===== src/rtl/dce_pkg.sv =====
package dce_pkg;
  // Register address map of the enable bank
  localparam int unsigned ADDR_W = 3;
  typedef enum logic [ADDR_W-1:0] {
    A_REQ_WORD = 3'd0,
    A_ERR_WORD = 3'd1,
    A_REQ_SET  = 3'd2,
    A_REQ_CLR  = 3'd3,
    A_ERR_SET  = 3'd4,
    A_ERR_CLR  = 3'd5
  } dce_addr_e;
endpackage


===== src/rtl/dce_chan_mask.sv =====
// Turns a set/clear write (channel field plus select-all bit) into a
// per-channel mask.
module dce_chan_mask #(
  parameter int unsigned NCH  = 16,
  localparam int unsigned CH_W = (NCH > 1) ? $clog2(NCH) : 1
) (
  input  logic            clk,
  input  logic            rst_n,
  input  logic            en,
  input  logic            all_sel,
  input  logic [CH_W-1:0] chan,
  output logic [NCH-1:0]  mask
);
  for (genvar i = 0; i < NCH; i++) begin : g_bit
    assign mask[i] = en & (all_sel | (chan == CH_W'(i)));
  end

  // without select-all, at most one channel is touched
  a_r4_single_chan: assert property (@(posedge clk) disable iff (!rst_n)
    (en && !all_sel) |-> $onehot0(mask));
  // select-all touches every channel
  a_r6_all_chan: assert property (@(posedge clk) disable iff (!rst_n)
    (en && all_sel) |-> (mask == {NCH{1'b1}}));
endmodule


===== src/rtl/dce_bitmap.sv =====
// One enable bitmap: whole-word write, per-bit set/clear, hardware clear.
module dce_bitmap #(
  parameter int unsigned NCH = 16
) (
  input  logic           clk,
  input  logic           rst_n,
  input  logic           wr_word,
  input  logic [NCH-1:0] word,
  input  logic [NCH-1:0] set_mask,
  input  logic [NCH-1:0] clr_mask,
  input  logic [NCH-1:0] hw_clr,
  output logic [NCH-1:0] q
);
  logic [NCH-1:0] merged;
  logic [NCH-1:0] nxt;

  always_comb begin
    merged = wr_word ? word : (q | set_mask);
    nxt    = merged & ~clr_mask & ~hw_clr;   // hardware clear last
  end

  always_ff @(posedge clk or negedge rst_n) begin
    if (!rst_n) q <= '0;
    else        q <= nxt;
  end

  // whole-word write lands, except bits cleared by hardware
  a_r2_word_write: assert property (@(posedge clk) disable iff (!rst_n)
    wr_word |=> (q == ($past(word) & ~$past(hw_clr))));
  // a set bit is 1 afterwards unless hardware cleared it
  a_r4_set_lands: assert property (@(posedge clk) disable iff (!rst_n)
    (|set_mask && !wr_word) |=>
      ((q & $past(set_mask) & ~$past(hw_clr)) == ($past(set_mask) & ~$past(hw_clr))));
  // a cleared bit is 0 afterwards
  a_r5_clr_lands: assert property (@(posedge clk) disable iff (!rst_n)
    (|clr_mask) |=> ((q & $past(clr_mask)) == '0));
  // hardware clear always wins
  a_r9_hw_clear: assert property (@(posedge clk) disable iff (!rst_n)
    (|hw_clr) |=> ((q & $past(hw_clr)) == '0));
  // with no operation pending, the bitmap holds
  a_r8_hold: assert property (@(posedge clk) disable iff (!rst_n)
    (!wr_word && set_mask == '0 && clr_mask == '0 && hw_clr == '0) |=> $stable(q));
endmodule


===== src/rtl/dce_irq_gen.sv =====
// Registered per-channel error interrupt requests.
module dce_irq_gen #(
  parameter int unsigned NCH = 16
) (
  input  logic           clk,
  input  logic           rst_n,
  input  logic [NCH-1:0] err,
  input  logic [NCH-1:0] en,
  output logic [NCH-1:0] irq
);
  always_ff @(posedge clk or negedge rst_n) begin
    if (!rst_n) irq <= '0;
    else        irq <= err & en;
  end

  // one-cycle latency from error-and-enable to request
  a_r3_irq_latency: assert property (@(posedge clk) disable iff (!rst_n)
    1'b1 |=> (irq == ($past(err) & $past(en))));
endmodule


===== src/rtl/dma_chan_enable_bank.sv =====
module dma_chan_enable_bank
  import dce_pkg::*;
#(
  parameter int unsigned NCH     = 16,
  parameter int unsigned DW      = 16,
  parameter int unsigned ALL_BIT = 6,
  localparam int unsigned CH_W   = (NCH > 1) ? $clog2(NCH) : 1
) (
  input  logic              clk,
  input  logic              rst_n,
  input  logic              reg_wr,
  input  logic              reg_rd,
  input  logic [ADDR_W-1:0] reg_addr,
  input  logic [DW-1:0]     reg_wdata,
  output logic [DW-1:0]     reg_rdata,
  input  logic [NCH-1:0]    chan_err,
  input  logic [NCH-1:0]    major_done,
  input  logic [NCH-1:0]    done_dis_req,
  output logic [NCH-1:0]    req_en,
  output logic [NCH-1:0]    err_irq
);
  // Per-bitmap decode: index 0 = request enable, 1 = error-interrupt enable
  localparam int unsigned NMAP = 2;

  logic [NMAP-1:0] wr_word;
  logic [NMAP-1:0] set_en;
  logic [NMAP-1:0] clr_en;
  logic [NCH-1:0]  set_mask [NMAP];
  logic [NCH-1:0]  clr_mask [NMAP];
  logic [NCH-1:0]  hw_clr   [NMAP];
  logic [NCH-1:0]  q        [NMAP];
  logic [NCH-1:0]  err_en;

  always_comb begin
    wr_word[0] = reg_wr && (reg_addr == A_REQ_WORD);
    wr_word[1] = reg_wr && (reg_addr == A_ERR_WORD);
    set_en[0]  = reg_wr && (reg_addr == A_REQ_SET);
    set_en[1]  = reg_wr && (reg_addr == A_ERR_SET);
    clr_en[0]  = reg_wr && (reg_addr == A_REQ_CLR);
    clr_en[1]  = reg_wr && (reg_addr == A_ERR_CLR);
    hw_clr[0]  = major_done & done_dis_req;
    hw_clr[1]  = '0;
  end

  for (genvar m = 0; m < NMAP; m++) begin : g_map
    dce_chan_mask #(.NCH(NCH)) u_set (
      .clk(clk), .rst_n(rst_n), .en(set_en[m]),
      .all_sel(reg_wdata[ALL_BIT]), .chan(reg_wdata[CH_W-1:0]),
      .mask(set_mask[m])
    );
    dce_chan_mask #(.NCH(NCH)) u_clr (
      .clk(clk), .rst_n(rst_n), .en(clr_en[m]),
      .all_sel(reg_wdata[ALL_BIT]), .chan(reg_wdata[CH_W-1:0]),
      .mask(clr_mask[m])
    );
    dce_bitmap #(.NCH(NCH)) u_map (
      .clk(clk), .rst_n(rst_n), .wr_word(wr_word[m]),
      .word(reg_wdata[NCH-1:0]), .set_mask(set_mask[m]),
      .clr_mask(clr_mask[m]), .hw_clr(hw_clr[m]), .q(q[m])
    );
  end

  assign req_en = q[0];
  assign err_en = q[1];

  dce_irq_gen #(.NCH(NCH)) u_irq (
    .clk(clk), .rst_n(rst_n), .err(chan_err), .en(err_en), .irq(err_irq)
  );

  // Read mux: bitmaps at their own addresses, everything else zero
  always_comb begin
    reg_rdata = '0;
    if (reg_rd) begin
      if (reg_addr == A_REQ_WORD)      reg_rdata = DW'(q[0]);
      else if (reg_addr == A_ERR_WORD) reg_rdata = DW'(q[1]);
    end
  end

  // outputs are clear while reset is applied
  always_comb begin
    if (!rst_n) begin
      a_r1_reset_clear: assert (req_en == '0 && err_irq == '0);
    end
  end
endmodule


===== config.mk =====
export PLATFORM = sky130hd
export DESIGN_NAME = dma_chan_enable_bank
export DESIGN_NICKNAME = d
export VERILOG_FILES = /design/src/rtl/dce_pkg.sv /design/src/rtl/dce_chan_mask.sv /design/src/rtl/dce_bitmap.sv /design/src/rtl/dce_irq_gen.sv /design/src/rtl/dma_chan_enable_bank.sv
export SDC_FILE = /design/constraint.sdc
export NUM_CORES = 1
export LEC_CHECK = 0
export BUFFER_PORTS_ARGS = -buffer_cell sky130_fd_sc_hd__buf_4
export CORE_MARGIN = 2
export CORE_UTILIZATION = 45
export DETAILED_ROUTE_END_ITERATION = 7
export PLACE_DENSITY = 0.87
export SLEW_MARGIN = 20
export SYNTH_ARGS = -nofsm -noshare
export SYNTH_HDL_FRONTEND = slang
export SYNTH_SLANG_ARGS = --single-unit

===== constraint.sdc =====
create_clock -name clk -period 2.1 [get_ports clk]
set_input_delay 0.42 -clock clk [delete_from_list [all_inputs] [get_ports clk]]
set_output_delay 0.42 -clock clk [all_outputs]
set_load 0.01 [all_outputs]

==> results.toml, run 1 <==
[placed_design]
numPortBuffers = 118
dpl.hpwl_um = 6005
place_congestion = 0.8852

[logic_synthesis]
yosys_warnings = 0
synth_top_area_share_pct = 41.85
ys_seq_elements = 48
synthFlopType = "dfrtp_1"
mappedNetlistNets = 376
synth_edf_count = 0
synth_most_common_cell = "nor2_1"
synthTopCellsByArea = "dfrtp_1, nor2_1, o21ai_0, a221oi_1, a221oi_2"
synth_area_um2 = 2870
syn_avg_cell_area_um2 = 9.411
synthCells = 305
synth-seq-area-share_pct = 41.85
yosysTopAreaCell = "dfrtp_1"
ys_types = 26
ys_top_cells_by_count = "nor2_1, dfrtp_1, o21ai_0"
synthArstFlopShare_pct = 100.0

[cells_and_area]
area_delta_synth_final_pct = 34.09
layout-drive-gt1-share_pct = 39.61
fin_util_pct = 61.67
final_nets = 484
diodes = 0

[setup_path]
setup.worst_path.end_class = "output port"
criticalPathCategory = "in -> out"
crit_family = "buffers and inverters"
arrival_ns = 1.26
worstPathRequired_ns = 1.68
cpMostUsedCell = "buf_4"
critPathSlowestCell = "buf_4"
cp_cell_sequence = "buf_4, nor2_1, nand2_1, buf_4, nor2_1, buf_4"
start_kind = "input port"
cp_slowest_stage_delay_ns = 0.17
path_max_fanout = 9
critical_path_buf_inv_count = 3

[global_route]
grt_pass1_vias = 2969
grt_pass1_wl_um = 14040
track_usage_pct = 24.67
antenna_found_initial = 0
grt_max_degree = 49
grt_overflow = 0

[job]
max_cap_viol_count = 0

[clock_network]
cts_resized = 0
h-tree-depth = 2
holdBufCountCts = 0
worstSkewPairLatency_ns = 0.30
clkSinkCount = 48
cts_setup_buffers = 0
cts_tree = "built"
cts_inserted_buffers = 5
clockBufferDepth = 2
root_buffer = "clkbuf_8"
clkTransAtPathRegs_ns = 0.09

[sta]
period_minus_slack_ns = 1.678
hold_violations = 0
skew_ns = 0.002590
setup_violations = 0
fmax_mhz = 595.9
grt_setup_unrepaired = "false"
max-slew-margin-rel_pct = 58.52
slew_viol_final = 0
worst_slew_pin_slew_ns = 0.6223
finalCritPeriodShare_pct = 79.92
fin_setup_tns_ns = 0

[detailed_routing]
drtAntennaViolNets = 0
route.top_layer_used = "met4"
avgViaCountPerCell = 5.984
drcViolationCount = 0
dr_wl_met3_um = 671
met1Wirelength_um = 3293
vias = 2938
drt-pass1-iter-count = 5
wl_per_cell_um = 17.48
drt_iter0_markers = 341
route.met2.wl_um = 4403
drt-total-wl_um = 8581

[status]
status = "complete, no violations"

[power]
ir_worst_vdd_uv = 318.2
p_per_area_nw_per_um2 = 640.6
p_leak_uw = 0.001795

[worst_hold_path]
hold_path_class = "in -> async"

[die]
placementRows = 29
die_y_um = 83.87
core_um2 = 6241
ios = 119
initial_core_util_pct = 45.99
dieArea_um2 = 7033
fp.dieW_um = 83.87
-- area by class of cell --
class                      instances  area, um2
fill                             512       2392
timing repair buffer             127      953.4
tap                               77      96.34
clock buffer                       8      90.09
multi-input combinational        231       1508
sequential                        48       1201
-- kinds of logic after synthesis --
| group | synth area share (%) |
|---|---|
| AO/OA/AOI/OAI | 20.97 |
| buffers and inverters | 5.623 |
| flip-flops | 41.85 |
| multiplexers | 5.580 |
| AND/OR/NAND/NOR | 25.98 |
-- state kept, by name, indices dropped and copies added, names as in the netlist --
name / cells
g_map.u_map.q: 32
u_irq.irq: 16
-- cell usage in the layout, fill, tap and decap left out --
cell type  instances
and4bb_2           2
buf_4            127
clkbuf_1           2
dfrtp_1           48
clkbuf_8           6
a221oi_1          19
a211oi_1           4
and2_1            16
or4b_4             1
nor4b_1            4
nor2_1            63
mux2i_1           16
a41o_1             1
o21ai_0           43
nor4_1             1
nor4bb_1           6
nand2_1           17
nand4bb_1          1
o21ai_1            3
or2_2             15
and4b_1            6
nor4b_4            1
and4bb_4           1
a221oi_2          11
-- stage by stage --
stage          std cells  total power [uW]  instance area [um2]  setup slack [ns]  hold slack, ns
4_1_cts              491              2460                 3849            0.4370          0.1481
5_1_grt              491              2581                 3849            0.3971          0.1615
3_5_place_dp         483              1900                 3759            0.2823          0.4728
2_1_floorplan        305              1545                 2870            0.4920          0.1244
3_3_place_gp         483              1873                 3759            0.3247          0.4698
6_report             491              2466                 3849            0.4218          0.1098
-- worst paths after layout --
path	from	to	slack, ns	cells past startpoint
max reg2reg	g_map[1].u_map.q[15]	g_map[1].u_map.q[15]	1.17	2
min reg2reg	g_map[1].u_map.q[4]	u_irq.irq[4]	0.51	1
min	rst_n	g_map[1].u_map.q[4]	0.11	1
max in group asynchronous	rst_n	g_map[0].u_map.q[6]	1.55	1
max	reg_addr[1]	reg_rdata[12]	0.42	6
min in group clk	chan_err[1]	u_irq.irq[1]	0.32	2
-- per-layer routing --
| metal | track usage (%) | vias to the layer above |
|---|---|---|
| met5 | 0 | - |
| met4 | 9.824 | 0 |
| met3 | 4.649 | 27 |
| met2 | 42.69 | 178 |
| met1 | 30.33 | 1410 |
| li1 | - | 1323 |
-- power breakdown --
| part | internal (uW) | total, uW | switching (uW) |
|---|---|---|---|
| Sequential | 1070 | 1180 | 108 |
| Combinational | 381 | 709 | 328 |
| Clock | 269 | 575 | 306 |
| Total | 1720 | 2470 | 742 |
-- worst reg2reg max path, cell delays in order, from the launching register on --
cell,delay (ns)
dfrtp_1,0.41
a211oi_1,0.29
a211oi_1,0.10
(Power assumes the default switching activity.)
==> run 2, diff against run 1 <==
--- a/config.mk
+++ b/config.mk
@@ -7,9 +7,9 @@
 export LEC_CHECK = 0
 export BUFFER_PORTS_ARGS = -buffer_cell sky130_fd_sc_hd__buf_4
 export CORE_MARGIN = 2
-export CORE_UTILIZATION = 45
+export CORE_UTILIZATION = 44
 export DETAILED_ROUTE_END_ITERATION = 7
-export PLACE_DENSITY = 0.87
+export PLACE_DENSITY = 0.88
 export SLEW_MARGIN = 20
 export SYNTH_ARGS = -nofsm -noshare
 export SYNTH_HDL_FRONTEND = slang
==> constraint.sdc (replaced) <==
create_clock -name clk -period 1.51 [get_ports clk]
set_input_delay 0.302 -clock clk [delete_from_list [all_inputs] [get_ports clk]]
set_output_delay 0.302 -clock clk [all_outputs]
set_load 0.01 [all_outputs]
==> results.toml, run 2 (synthesized netlist as in run 1, its figures left out) <==
[global_route]
antenna_found_initial = 0
grt_pass1_vias = 2843
track_usage_pct = 23.93
grt_max_degree = 49
grt_pass1_wl_um = 13790
grt_overflow = 0

[setup_path]
r2r_end = "g_map[1].u_map.q[15]"
r2r_slack_ns = 0.61
critPathSlowestCell = "dfrtp_1"
cp_slowest_stage_delay_ns = 0.42
path_max_fanout = 3
reg2regPathDepth = 2
start_kind = "flop"
worstPathRequired_ns = 1.21
cp_cell_sequence = "mux2i_1, nor2_1, buf_4"
criticalPathCategory = "reg -> out"
setup.worst_path.end_class = "output port"
arrival_ns = 1.12
crit-reg2reg-launch = "g_map[1].u_map.q[15]"

[placed_design]
numPortBuffers = 118
place_congestion = 0.8721
dpl.hpwl_um = 6162
dp_slack_ns = -0.1546

[sta]
period_minus_slack_ns = 1.418
setup_slack_ns = 0.09243
slew_viol_final = 0
grt_setup_unrepaired = "false"
worst_slew_pin_slew_ns = 0.7434
fmax_mhz = 705.4
whs_ns = -0.008273
finalCritPeriodShare_pct = 93.88
setup_violations = 0
fin_setup_tns_ns = 0
max-slew-margin-rel_pct = 50.40
skew_ns = 0.004694
hold_violations = 3

[die]
die_y_um = 84.77
dieArea_um2 = 7185
fp.dieW_um = 84.77
core_um2 = 6314
initial_core_util_pct = 45.46
placementRows = 29
ios = 119

[cells_and_area]
layout_common_cells = "buf_4, nor2_1, dfrtp_1, o21ai_0, a221oi_1"
largest_reg_flops = 32
final_common_cell = "buf_4"
area_delta_synth_final_pct = 37.45
regMostFlops = "g_map.u_map.q"
diodes = 0
layout-drive-gt1-share_pct = 40.43
final_nets = 488
reg.largest.list = "g_map.u_map.q (32), u_irq.irq (16)"

[clock_network]
holdBufCountCts = 0
cts_inserted_buffers = 5
cts_tree = "built"
clkSinkCount = 48
worstSkewPairLatency_ns = 0.30
cts_setup_buffers = 0
clkTransAtPathRegs_ns = 0.09
h-tree-depth = 2
clockBufferDepth = 2
cts_resized = 0
root_buffer = "clkbuf_8"

[detailed_routing]
drt-pass1-iter-count = 7
drtAntennaViolNets = 0
drt-total-wl_um = 8692
wl_per_cell_um = 17.56
drcViolationCount = 0
avgViaCountPerCell = 5.885
vias = 2913
drt_iter0_markers = 239

[power]
p_per_area_nw_per_um2 = 876.2
ir_worst_vdd_uv = 421.2
p_leak_uw = 0.001832

[status]
status = "complete, but fails checks"
violations = "negative hold slack"

[job]
max_cap_viol_count = 0

[worst_hold_path]
hold_path_class = "in -> async"
## run 2: metrics by stage
| step | utilization [%] | power, uW | std cells | cell area, um2 |
|---|---|---|---|---|
| 2_1_floorplan | - | 2148 | 305 | 2870 |
| 3_3_place_gp | 61.00 | 2626 | 487 | 3851 |
| 3_5_place_dp | 61.00 | 2673 | 487 | 3851 |
| 4_1_cts | 62.49 | 3464 | 495 | 3945 |
| 5_1_grt | 62.49 | 3626 | 495 | 3945 |
| 6_report | 62.49 | 3457 | 495 | 3945 |
## run 2: routing by layer
metal  vias up  wire [um]  GRT usage [%]
li1       1333          -              -
met1      1400       3261          29.16
met2       156       4546          41.37
met3        24        677          4.720
met4         0        206          9.812
met5         -          0              0
## run 2: worst max-delay path by stage
stage	startpoint	end	slack [ns]	cells past startpoint
after global placement	reg_addr[0]	g_map[1].u_map.q[7]	-0.07	4
after global routing	reg_addr[1]	reg_rdata[15]	0.01	6
after detailed placement	reg_addr[0]	g_map[1].u_map.q[4]	-0.15	4
final	g_map[1].u_map.q[6]	reg_rdata[6]	0.09	3
after CTS	g_map[1].u_map.q[6]	reg_rdata[6]	0.09	3
after floorplan	reg_addr[1]	g_map[0].u_map.q[10]	0.04	5
## run 2: final cells by class
cell class	instances	area [um2]
repair buffers	131	1046
fillers	535	2369
clock inverters	1	7.507
well taps	77	96.34
multi-input cells	231	1508
flip-flops and latches	48	1201
clock buffers	7	86.33
## run 2: where the power goes
part	switching, uW	internal [uW]
Combinational	465	551
Clock	432	373
Sequential	144	1490
Total	1040	2420
## run 2: worst max-delay path, delay by kind of cell (launching register included)
family        cells  cell delay [ns]
simple gates      1             0.08
mux               1             0.18
buf+inv           1             0.14
flops             1             0.42
==> run 3, diff against run 2 <==
--- a/config.mk
+++ b/config.mk
@@ -9,7 +9,7 @@
 export CORE_MARGIN = 2
 export CORE_UTILIZATION = 44
 export DETAILED_ROUTE_END_ITERATION = 7
-export PLACE_DENSITY = 0.88
+export PLACE_DENSITY = 0.77
 export SLEW_MARGIN = 20
 export SYNTH_ARGS = -nofsm -noshare
 export SYNTH_HDL_FRONTEND = slang
==> results.toml, run 3 (synthesized netlist as in run 1, its figures left out) <==
[cells_and_area]
final_nets = 486
area_delta_synth_final_pct = 36.79
reg.largest.list = "g_map.u_map.q (32), u_irq.irq (16)"
final_common_cell = "buf_4"
diodes = 0
final_cell_area_um2 = 3926
regMostFlops = "g_map.u_map.q"
layout_common_cells = "buf_4, nor2_1, dfrtp_1, o21ai_0, a221oi_1"
layout-drive-gt1-share_pct = 40.38
largest_reg_flops = 32

[detailed_routing]
drtAntennaViolNets = 0
drt-total-wl_um = 8648
drt-pass1-iter-count = 4
avgViaCountPerCell = 5.728
vias = 2824
drcViolationCount = 0
wl_per_cell_um = 17.54
drt_iter0_markers = 221

[sta]
setup_slack_ns = 0.09010
skew_ns = 0.004384
setup_violations = 0
slew_viol_final = 0
grt_setup_unrepaired = "false"
max-slew-margin-rel_pct = 49.26
finalCritPeriodShare_pct = 94.03
whs_ns = -0.007122
worst_slew_pin_slew_ns = 0.7605
period_minus_slack_ns = 1.420
fmax_mhz = 704.3
hold_violations = 3

[clock_network]
worstSkewPairLatency_ns = 0.31
clkTransAtPathRegs_ns = 0.10
cts_tree = "built"
clockBufferDepth = 2
root_buffer = "clkbuf_8"
holdBufCountCts = 0
cts_setup_buffers = 0
clkSinkCount = 48
cts_inserted_buffers = 5
cts_resized = 0
h-tree-depth = 2

[setup_path]
r2r_slack_ns = 0.66
crit-reg2reg-launch = "g_map[1].u_map.q[15]"
arrival_ns = 1.12
cp_slowest_stage_delay_ns = 0.25
path_max_fanout = 10
setup.worst_path.end_class = "output port"
start_kind = "input port"
worstPathRequired_ns = 1.21
cpMostUsedCell = "buf_4"
critPathSlowestCell = "buf_4"
criticalPathCategory = "in -> out"
cp_cell_sequence = "buf_4, buf_4, mux2i_1, nor2_1, buf_4"
crit_start = "reg_addr[0]"

[placed_design]
place_congestion = 0.7999
numPortBuffers = 118
dpl_cell_area_um2 = 3811
dpl.hpwl_um = 6004
dp_slack_ns = -0.06646

[global_route]
track_usage_pct = 24.46
grt_pass1_vias = 2905
antenna_found_initial = 0
grt_overflow = 0
grt_pass1_wl_um = 14230
grt_max_degree = 49

[power]
ir_worst_vdd_uv = 516.6
p_per_area_nw_per_um2 = 919.9
p_leak_uw = 0.001823

[die]
ios = 119
core_um2 = 6314
dieArea_um2 = 7185
fp.dieW_um = 84.77
initial_core_util_pct = 45.46
placementRows = 29
die_y_um = 84.77

[status]
status = "complete, but fails checks"
violations = "negative hold slack"

[worst_hold_path]
hold_path_class = "in -> async"

[job]
max_cap_viol_count = 0
-- run 3: power by group --
group	total, uW	internal [uW]	leakage, uW	switching, uW
registers	1640	1490	0.000599	148
clock network	988	500	0.0000548	488
logic	984	540	0.00117	444
-- run 3: final cells by class --
class,count,area (um2)
Fill cell,589,2387
Clock buffer,5,68.82
Sequential cell,48,1201
Tap cell,77,96.34
Clock inverter,3,46.29
Multi-Input combinational cell,231,1508
Timing Repair Buffer,129,1006
-- run 3: routing by layer --
layer / track usage (%) / share of wire, % / vias up
li1: - / - / 1325
met1: 32.83 / 43 / 1379
met2: 40.52 / 50 / 105
met3: 3.736 / 5.7 / 15
met4: 8.225 / 1.7 / 0
met5: 0 / 0 / -
-- run 3: critical path, delay by kind of cell --
family                 cells  cell delay (ns)
buffers and inverters      3             0.54
muxes                      1             0.21
and+or+nand+nor            1             0.06
-- run 3: per-stage QoR --
stage	util (%)	TNS (ns)	hold WS, ns	power, uW	cells
floorplan	-	0	0.006409	2148	305
global route	62.19	0	0.04454	3794	493
CTS	62.19	0	0.03043	3615	493
finish	62.19	0	-0.007122	3612	493
global placement	60.36	-0.2643	0.3607	2615	485
detailed placement	60.36	-0.8579	0.3641	2653	485
-- run 3: worst paths after layout --
path | end | depth (start not counted)
setup reg to reg | g_map[1].u_map.q[15] | 2
hold / removal | u_irq.irq[4] | 1
hold reg to reg | u_irq.irq[14] | 1
max in group asynchronous | u_irq.irq[3] | 1
setup / recovery | reg_rdata[7] | 5
min in group clk | u_irq.irq[12] | 2
